`config.mk`:
```
export PLATFORM = sky130hd
export DESIGN_NAME = reg_scan_serializer
export DESIGN_NICKNAME = d
export VERILOG_FILES = /design/src/rtl/scan_pkg.sv /design/src/rtl/scan_decode.sv /design/src/rtl/scan_mux.sv /design/src/rtl/scan_shifter.sv /design/src/rtl/reg_scan_serializer.sv
export SDC_FILE = /design/constraint.sdc
export NUM_CORES = 1
export LEC_CHECK = 0
export CAP_MARGIN = 30
export CORE_AREA = 2 2 107 109
export CTS_CLUSTER_SIZE = 8
export DETAILED_ROUTE_END_ITERATION = 7
export DIE_AREA = 0 0 109 111
export PLACE_DENSITY_LB_ADDON = 0.25
export SETUP_SLACK_MARGIN = 0.1
export SYNTH_ARGS = -nofsm -noshare
export SYNTH_HDL_FRONTEND = slang
export SYNTH_HIERARCHICAL = 1
export SYNTH_SLANG_ARGS = --single-unit
```
`constraint.sdc`:
```
create_clock -name clk -period 3.95 [get_ports clk]
set_input_delay 0.395 -clock clk [delete_from_list [all_inputs] [get_ports clk]]
set_output_delay 0.395 -clock clk [all_outputs]
set_load 0.02 [all_outputs]
```
`src/rtl/scan_pkg.sv`:
```
package scan_pkg;

    localparam int IDX_W = 6;

    typedef enum logic [1:0] {
        SRC_NONE = 2'd0,
        SRC_REG  = 2'd1,
        SRC_CNT  = 2'd2
    } src_kind_e;

    typedef struct packed {
        src_kind_e          kind;
        logic [IDX_W-1:0]   idx;
    } scan_sel_t;

    function automatic scan_sel_t decode_scan(input logic [IDX_W-1:0] a,
                                              input int base,
                                              input int nreg,
                                              input int ncnt);
        scan_sel_t s;
        int off;
        off    = int'(a) - base;
        s.kind = SRC_NONE;
        s.idx  = '0;
        if (off >= 0 && off < nreg) begin
            s.kind = SRC_REG;
            s.idx  = IDX_W'(off);
        end else if (off >= nreg && off < nreg + ncnt) begin
            s.kind = SRC_CNT;
            s.idx  = IDX_W'(off - nreg);
        end
        return s;
    endfunction

endpackage

```
`src/rtl/scan_decode.sv`:
```
module scan_decode
    import scan_pkg::*;
#(
    parameter int BASE = 32,
    parameter int NREG = 19,
    parameter int NCNT = 3
) (
    input  logic [IDX_W-1:0] addr,
    output scan_sel_t        sel
);
    always_comb begin
        sel = decode_scan(addr, BASE, NREG, NCNT);
    end
endmodule

```
`src/rtl/scan_mux.sv`:
```
module scan_mux
    import scan_pkg::*;
#(
    parameter int W    = 12,
    parameter int NREG = 19,
    parameter int NCNT = 3
) (
    input  scan_sel_t           sel,
    input  logic [NREG*W-1:0]   reg_flat,
    input  logic [NCNT*W-1:0]   cnt_flat,
    output logic [W-1:0]        word
);
    logic [W-1:0] regs [NREG];
    logic [W-1:0] cnts [NCNT];

    for (genvar g = 0; g < NREG; g++) begin : g_reg
        assign regs[g] = reg_flat[g*W +: W];
    end
    for (genvar g = 0; g < NCNT; g++) begin : g_cnt
        assign cnts[g] = cnt_flat[g*W +: W];
    end

    always_comb begin
        word = '0;
        if (sel.kind == SRC_REG) begin
            for (int i = 0; i < NREG; i++)
                if (sel.idx == IDX_W'(i)) word = regs[i];
        end else if (sel.kind == SRC_CNT) begin
            for (int i = 0; i < NCNT; i++)
                if (sel.idx == IDX_W'(i)) word = cnts[i];
        end
    end
endmodule

```
`src/rtl/scan_shifter.sv`:
```
module scan_shifter #(
    parameter int W = 12
) (
    input  logic         clk,
    input  logic         rst,
    input  logic         capture,
    input  logic         resume,
    input  logic         advance,
    input  logic [W-1:0] cap_word,
    input  logic         field_odd,
    output logic         pin,
    output logic         run_en
);
    logic [W-1:0] sh_q;
    logic         active_q;

    always_ff @(posedge clk) begin
        if (rst) begin
            sh_q     <= '0;
            active_q <= 1'b0;
        end else if (capture) begin
            sh_q     <= cap_word;
            active_q <= 1'b1;
        end else if (resume) begin
            active_q <= 1'b0;
        end else if (active_q && advance) begin
            // top bit is replicated so it persists once the word is spent
            sh_q <= {sh_q[W-1], sh_q[W-1:1]};
        end
    end

    assign pin    = active_q ? sh_q[0] : field_odd;
    assign run_en = ~active_q;
endmodule

```
`src/rtl/reg_scan_serializer.sv`:
```
module reg_scan_serializer
    import scan_pkg::*;
#(
    parameter int W    = 12,
    parameter int NREG = 19,
    parameter int NCNT = 3,
    parameter int BASE = 32
) (
    input  logic                clk,
    input  logic                rst,
    input  logic                addr_we,
    input  logic [IDX_W-1:0]    addr_val,
    input  logic                load_hold,
    input  logic                field_odd,
    input  logic [NREG*W-1:0]   reg_flat,
    input  logic [NCNT*W-1:0]   cnt_flat,
    output logic                scan_pin,
    output logic                run_en
);
    scan_sel_t    sel;
    logic [W-1:0] word;
    logic         capture, resume, advance;

    scan_decode #(.BASE(BASE), .NREG(NREG), .NCNT(NCNT)) u_dec (
        .addr (addr_val),
        .sel  (sel)
    );

    scan_mux #(.W(W), .NREG(NREG), .NCNT(NCNT)) u_mux (
        .sel      (sel),
        .reg_flat (reg_flat),
        .cnt_flat (cnt_flat),
        .word     (word)
    );

    assign capture = addr_we && (sel.kind != SRC_NONE);
    assign resume  = addr_we && (sel.kind == SRC_NONE);
    assign advance = ~load_hold;

    scan_shifter #(.W(W)) u_shf (
        .clk       (clk),
        .rst       (rst),
        .capture   (capture),
        .resume    (resume),
        .advance   (advance),
        .cap_word  (word),
        .field_odd (field_odd),
        .pin       (scan_pin),
        .run_en    (run_en)
    );
endmodule

```
# After elaboration in Yosys (flattened, before gate mapping)
# Cells that the tools add are included.
# totals
output_inout_bits	2
ff_bits	13
word_cells	75
inputBits	275
# op_classes
n_mux	32
n_bitwise	2
n_addsub	2
magnitude_cmp	4
reduce_logical	11
n_eq_ne	21
# ops
cell	n
$mux W12	26
$eq A6 B4 Y1 const B	8
$eq A6 B3 Y1 const B	4
$eq A6 B5 Y1 const B	3
$mux W8	2
$lt A7 B6 Y1 const B	2
$eq A6 B2 Y1 const B	2
$mux W11	1
$ge A7 B1 Y1 const B	1
$ge A7 B6 Y1 const B	1
$sub A6 B6 Y7 const B	1
$eq A6 B1 Y1 const B	1
$logic_not A6 Y1	1
$reduce_bool A2 Y1	3
$sub A6 B6 Y6 const B	1
$logic_and A1 B1 Y1	5
$mux W1	3
$eq A2 B1 Y1 const B	1
$eq A2 B2 Y1 const B	1
$logic_not A2 Y1	1
$ne A2 B2 Y1 const B	1
$not A1 Y1	2
$reduce_and A2 Y1	1

# Longest topological paths before layout
# Gate-level depths: netlist (run 1).
# depth
ltp_word	27
depth_mapped	15
mapped_depth_nobuf	11

# Modules after synthesis
# Netlist (run 1), hierarchy kept.
# by_module_without_submodules
mod	area_each_um2	n_inst	seq_area_each_um2	cells_each
scan_mux	2682.6	1	0.0	416
scan_shifter	613.1	1	260.2	71
scan_decode	215.2	1	0.0	29
reg_scan_serializer	23.8	1	0.0	3

# Least setup slack after synthesis (run 1)
# OpenSTA, ideal clock, no wires.
# synth_timing
kind	input to register
from	input addr_val[2]
to	register u_shf.sh_q[10]
path_buffers	2
setup_time_ps	95
t_required_ps	3855
arrival_ps	3070
slack_ps	785
path_stages	13
cell_sequence	buf_6 -> nand3b_4 -> a211oi_1 -> a32o_1 -> or4b_4 -> nor3_4 -> buf_2 -> a221oi_1 -> a21oi_1 -> o21ai_0 -> nand2_1 -> inv_1 -> a221oi_1
# synth_rtl
element	line_no	rtl
start, declared	reg_scan_serializer.sv:12	input logic [IDX_W-1:0] addr_val,
end signal, assigned	scan_shifter.sv:22	sh_q <= cap_word;
end signal, assigned	scan_shifter.sv:28	sh_q <= {sh_q[W-1], sh_q[W-1:1]};
end, declared	scan_shifter.sv:14	logic [W-1:0] sh_q;

==> results.cfg, run 1 <==
[global_route]
grt_util_met2 = 0.6435
grt.met1_usage = 0.4986
gr-total-overflow = 0
top_usage_layer = met2
grt_first_pass_wirelength_um = 35960
met3_usage = 0.06467
grt_max_degree = 44
first_global_vias = 6170
grt.total_usage = 0.3935
antenna_found_initial = 1

[sta]
grt_setup_unrepaired = no
hold_viol = 0
fin_setup_tns_ns = 0
clock.fmax_mhz = 273.2
skew_ns = 0.005839
fin_crit_sh = 0.9268
drv_slew = 0
worstMarginPinSlew_ns = 0.8270
hold_slack_ns = 0.4809
slew_headroom = 0.4487
setup_violations = 0
period_needed_ns = 3.661

[clocking]
holdBufCountCts = 0
clockBufferDepth = 2
cts_root_buf = clkbuf_16
clock_latency_ns = 0.24
cts_max_level = 1
cts_sinks = 13
cts.clk_slew.worst_paths_ns = 0.05
cts_tree = built
cts_buffers = 3

[power_and_ir_drop]
pwr_density_cell_nw_per_um2 = 138.6
p_switching_uw = 324.2
p_comb_frac = 0.651
seq_power_share = 0.149
swShare = 0.3347
p_leak_nw = 2.554
vdd_ir_drop_max_mv = 0.1695
total_power_uw = 968.8
power.share.clock = 0.200
p_int_uw = 644.6

[synth]
seq_area_frac_synth = 0.07363
synth.distinct_cells = 82
synthesis.area_um2 = 3535
synth_top_cell_area_share = 0.07363
synth_common_cells = nand2_1, a21oi_1, nor2_1
ys_seq_elements = 13
async_flop_share = 0
synth_area_leaders = dfxtp_1, a21oi_1, a22oi_1
ys_dominant_reg_cell = dfxtp_1
syn-num-nets = 796
synth_warnings = 6
synth-edff-count = 0
post-synth-top-count-cell = nand2_1
syn_inst = 519
synth_area_per_cell_um2 = 6.810
yosysTopAreaCell = dfxtp_1

[detailed_routing]
drc = 0
drt_iter0_drc = 904
avgViaCountPerCell = 6.274
wl_per_cell_um = 25.31
routed_wl_um = 24780
dr.pass1.iters = 6
vias = 6142
ant_nets = 0

[critical_path]
cp_cell_sequence = clkdlybuf4s50_1 > nand2_1 > mux2_2 > o21ai_4 > or4b_4 > buf_4 > nor2_2 > buf_4 > a22oi_1 > a21oi_1 > a221oi_2 > buf_4 > o41ai_2 > inv_1 > a221oi_1
rr_startpoint = u_shf/active_q
required_ns = 4.08
cp.arrival_ns = 3.79
endpoint = u_shf/sh_q[1]
rr_endpoint = u_shf/sh_q[7]
max_stage_delay_ns = 0.59
reg2reg_depth = 3
startpoint = addr_val[4]
critPathCaptureType = flop
path_max_fanout = 8
critPathMostFrequentCell = buf_4
crit_type = input pin to flop
critPathLaunchType = input pin
critPathSlowestCell = clkdlybuf4s50_1
rrSetupSlack_ns = 2.59

[die]
core-area_um2 = 11080
num_io_pins = 277
dieArea_um2 = 12100
die_w_um = 109
rows = 39
die_h_um = 111
start_util = 0.3191

[finish]
drive_gt1_frac = 0.1545
seq_area_um2 = 260.3
n_fill_cell = 1018
nNetsFinal = 1113
multiInputGateArea_um2 = 3028
syn_to_final_growth_pct = 97.70

[placement]
portBuffers = 276
place_congestion = 1.038
post-dp-hpwl_um = 20330

[hold_path]
holdCritPathClass = flop to flop

[run_status]
status = finished, final reports clean

[flow_run]
maxCapViolCount = 0
-- power groups by stage --
| stage | Sequential [mW] | Combinational (mW) | Clock [mW] |
|---|---|---|---|
| finish | 0.145 | 0.630 | 0.194 |
| global route | 0.145 | 0.658 | 0.200 |
| CTS | 0.144 | 0.605 | 0.194 |
| detailed placement | 0.147 | 0.600 | 0 |
| global placement | 0.146 | 0.600 | 0 |
| floorplan | 0.145 | 0.202 | 0 |
-- layout make-up --
class	count	area share
repair buffers	350	0.4831
multi-input cells	451	0.4333
flip-flops and latches	13	0.03724
well taps	143	0.02560
clock buffers	4	0.01128
inverters	17	0.009132
diodes	1	0.0003581
-- cell usage in the layout (no fill, tap or decap), drive strengths merged, types with 12 or more instances in the layout --
master         synthesis  routed
a21oi                 47      47
nor3                  25      25
clkdlybuf4s50          0     273
buf                   31      74
a22oi                 30      30
a31oi                 14      14
nand3                 12      12
a221oi                24      24
o21ai                 36      36
o22ai                 20      20
inv                   17      17
nor2                  40      40
nand2                 60      60
dfxtp                 13      13
-- layer usage --
layer	share of wire	vias up	wire, µm
met3	0.11	89	2753
li1	-	2713	-
met4	0.049	0	1219
met5	0	-	0
met2	0.46	510	11370
met1	0.38	2830	9435
-- worst max-delay path: cells and delay by family --
family | cells | cell delay (ns)
compound gates | 6 | 1.15
mux | 1 | 0.30
simple gates | 3 | 0.77
buf+inv | 5 | 1.16
-- through the flow --
| stage | area, µm² | instances | setup WS, ns | util |
|---|---|---|---|---|
| global placement | 6749 | 965 | -0.1521 | 0.6093 |
| finish | 6988 | 979 | 0.2893 | 0.6309 |
| CTS | 6835 | 969 | 0.1176 | 0.6171 |
| global route | 6988 | 979 | 0.1626 | 0.6309 |
| detailed placement | 6749 | 965 | -0.2797 | 0.6093 |
| floorplan | 3535 | 519 | 0.7851 | - |
-- repair_timing --
item | 4_1_cts | 5_1_grt
setup endpoints to repair | 1 | 12
buffers inserted | 0 | 9
pin swaps | 0 | 5
resized for setup | 2 | 20
-- sequential cells by signal, summed over array words and instances, names as in the netlist --
name and flops:
u_shf/sh_q 12, u_shf/active_q 1
-- kinds of logic (layout without fill, tap and decap cells) --
kind of cell / Yosys count / count (layout) / share of synthesized area
other: 1 / 2 / 0.001061
muxes: 7 / 7 / 0.02159
and+or+nand+nor: 199 / 199 / 0.3211
buffers and inverters: 55 / 371 / 0.09558
adders and majority gates: 2 / 2 / 0.007079
DFF: 13 / 13 / 0.07363
AOI/OAI and AO/OA: 242 / 242 / 0.4800
-- worst min path at each step --
stage                         end  slack [ns]  depth (start not counted)     startpoint
global placement    u_shf/sh_q[3]        0.46                          2  u_shf/sh_q[3]
floorplan           u_shf/sh_q[0]        0.44                          2  u_shf/sh_q[0]
detailed placement  u_shf/sh_q[2]        0.47                          2  u_shf/sh_q[2]
CTS                 u_shf/sh_q[2]        0.47                          2  u_shf/sh_q[2]
finish              u_shf/sh_q[6]        0.48                          2  u_shf/sh_q[6]
global route        u_shf/sh_q[9]        0.50                          2  u_shf/sh_q[9]
Note: power is estimated with default switching activity, not from simulation.
==> inputs of run 2 (changes only) <==
--- a/config.mk
+++ b/config.mk
@@ -7,6 +7,7 @@
 export LEC_CHECK = 0
 export CAP_MARGIN = 30
 export CORE_AREA = 2 2 107 109
+export CTS_BUF_LIST = sky130_fd_sc_hd__clkbuf_8
 export CTS_CLUSTER_SIZE = 8
 export DETAILED_ROUTE_END_ITERATION = 7
 export DIE_AREA = 0 0 109 111
==> results.cfg, run 2 (synthesis results as in run 1) <==
[detailed_routing]
vias = 6131
drc = 0
dr.pass1.iters = 6
drt_iter0_drc = 796
avgViaCountPerCell = 6.263
wl_per_cell_um = 25.22
ant_nets = 0
routed_wl_um = 24690

[clocking]
clockBufferDepth = 2
cts_sinks = 13
cts.clk_slew.worst_paths_ns = 0.06
cts_buffers = 3
clock_latency_ns = 0.24
cts_root_buf = clkbuf_8
cts_max_level = 1
cts_tree = built

[power_and_ir_drop]
pwr_density_cell_nw_per_um2 = 128.3
p_leak_nw = 2.543
total_power_uw = 893.6
vdd_ir_drop_max_mv = 0.09763

[run_status]
status = finished, final reports clean

[critical_path]
cp.arrival_ns = 3.79
path_max_fanout = 43
startpoint = addr_val[4]
rr_endpoint = u_shf/sh_q[1]
critPathLaunchType = input pin
crit_type = input pin to flop
endpoint = u_shf/sh_q[1]
required_ns = 4.07
rr_startpoint = u_shf/active_q
critPathCaptureType = flop
rrSetupSlack_ns = 2.55
reg2reg_depth = 3

[flow_run]
maxCapViolCount = 0

[finish]
nNetsFinal = 1113
top_register = u_shf/sh_q
drive_gt1_frac = 0.1545
final_common_cell = clkdlybuf4s50_1
fin_area_um2 = 6967
seq_area_um2 = 260.3
n_fill_cell = 1022
syn_to_final_growth_pct = 97.10
multiInputGateArea_um2 = 3040
largest_reg_flops = 12
most-common-layout-cells = clkdlybuf4s50_1, buf_4, nand2_1, a21oi_1, nor2_1
top_regs = u_shf/sh_q: 12 flops, u_shf/active_q: 1 flops

[placement]
place_congestion = 1.038
portBuffers = 276
dpl_cell_area_um2 = 6749
post-dp-hpwl_um = 20330

[sta]
setup_violations = 0
fin_crit_sh = 0.9299
slew_headroom = 0.4463
grt_setup_unrepaired = no
skew_ns = 0.002691
hold_viol = 0
drv_slew = 0
clock.fmax_mhz = 272.2
period_needed_ns = 3.673
worstMarginPinSlew_ns = 0.8306

[die]
num_io_pins = 277
die_w_um = 109
rows = 39
core-area_um2 = 11080
dieArea_um2 = 12100
die_h_um = 111
start_util = 0.3191

[hold_path]
holdCritPathClass = flop to flop
min-delay-start = u_shf/sh_q[3]

[global_route]
first_global_vias = 6181
grt_first_pass_wirelength_um = 35850
grt_max_degree = 44
grt.total_usage = 0.3915
gr-total-overflow = 0
antenna_found_initial = 1
==> run 2: cell types whose count changed in the layout (fill, tap and decap cells not counted) <==
cell,delta
a2111oi_1,+1
nand2_2,+1
clkbuf_1,-1
clkbuf_16,-3
a2111oi_2,-1
inv_1,+1
clkbuf_8,+3
nor2_4,+3
nand2_1,-1
nor2_2,-3
==> run 2: through the flow <==
step                      setup TNS, ns    util  hold WS [ns]  instances  setup WS (ns)
after floorplan                       0       -        0.4368        519         0.7851
after global placement          -0.1521  0.6093        0.4576        965        -0.1521
after detailed placement        -0.6694  0.6093        0.4670        965        -0.2797
after CTS                             0  0.6140        0.4757        969         0.1208
after global routing                  0  0.6289        0.5036        979         0.1693
final                                 0  0.6289        0.4803        979         0.2768
==> run 2: layout make-up <==
cell class | instances | area share
antenna | 1 | 0.0003592
clock buffer | 3 | 0.005927
clock inverter | 1 | 0.0005388
inverter | 17 | 0.009159
multi-input combinational | 451 | 0.4364
sequential | 13 | 0.03736
tap | 143 | 0.02568
timing repair buffer | 350 | 0.4846
==> run 2: how the worst min path moves through the flow <==
stage,cells after the start,endpoint
after CTS,2,u_shf/sh_q[2]
after detailed placement,2,u_shf/sh_q[2]
after global routing,2,u_shf/sh_q[9]
after floorplan,2,u_shf/sh_q[0]
final,2,u_shf/sh_q[3]
after global placement,2,u_shf/sh_q[3]
==> run 2: critical path, cell delays in order <==
cell	delay (ns)
clkdlybuf4s50_1	0.59
nand2_1	0.09
mux2_2	0.30
o21ai_4	0.21
buf_12	0.26
nand4bb_1	0.23
nor2_2	0.25
buf_4	0.21
a21oi_1	0.10
a21oi_1	0.17
a221oi_2	0.07
buf_4	0.15
o41ai_2	0.28
inv_1	0.08
a221oi_1	0.37
==> run 2: repair_timing <==
action / in CTS / in global routing
hold buffers: 0 / 0
endpoints found under the setup margin: 1 / 12
gates cloned: 0 / 0
resized for setup: 2 / 23
buffers inserted: 0 / 9
pin swaps: 0 / 4
==> run 2: metal layers <==
metal / global-route usage / up-vias / share of wire
met4: 0.1795 / 0 / 0.049
met2: 0.6439 / 492 / 0.46
li1: - / 2713 / -
met1: 0.4929 / 2843 / 0.38
met3: 0.06349 / 83 / 0.11
met5: 0 / - / 0
==> run 2: power by group <==
part	switching [mW]	internal (mW)	total [mW]	leakage (nW)
combinational	0.262	0.368	0.631	2.41
sequential	0.00493	0.139	0.144	0.106
clock	0.0500	0.0687	0.119	0.0269
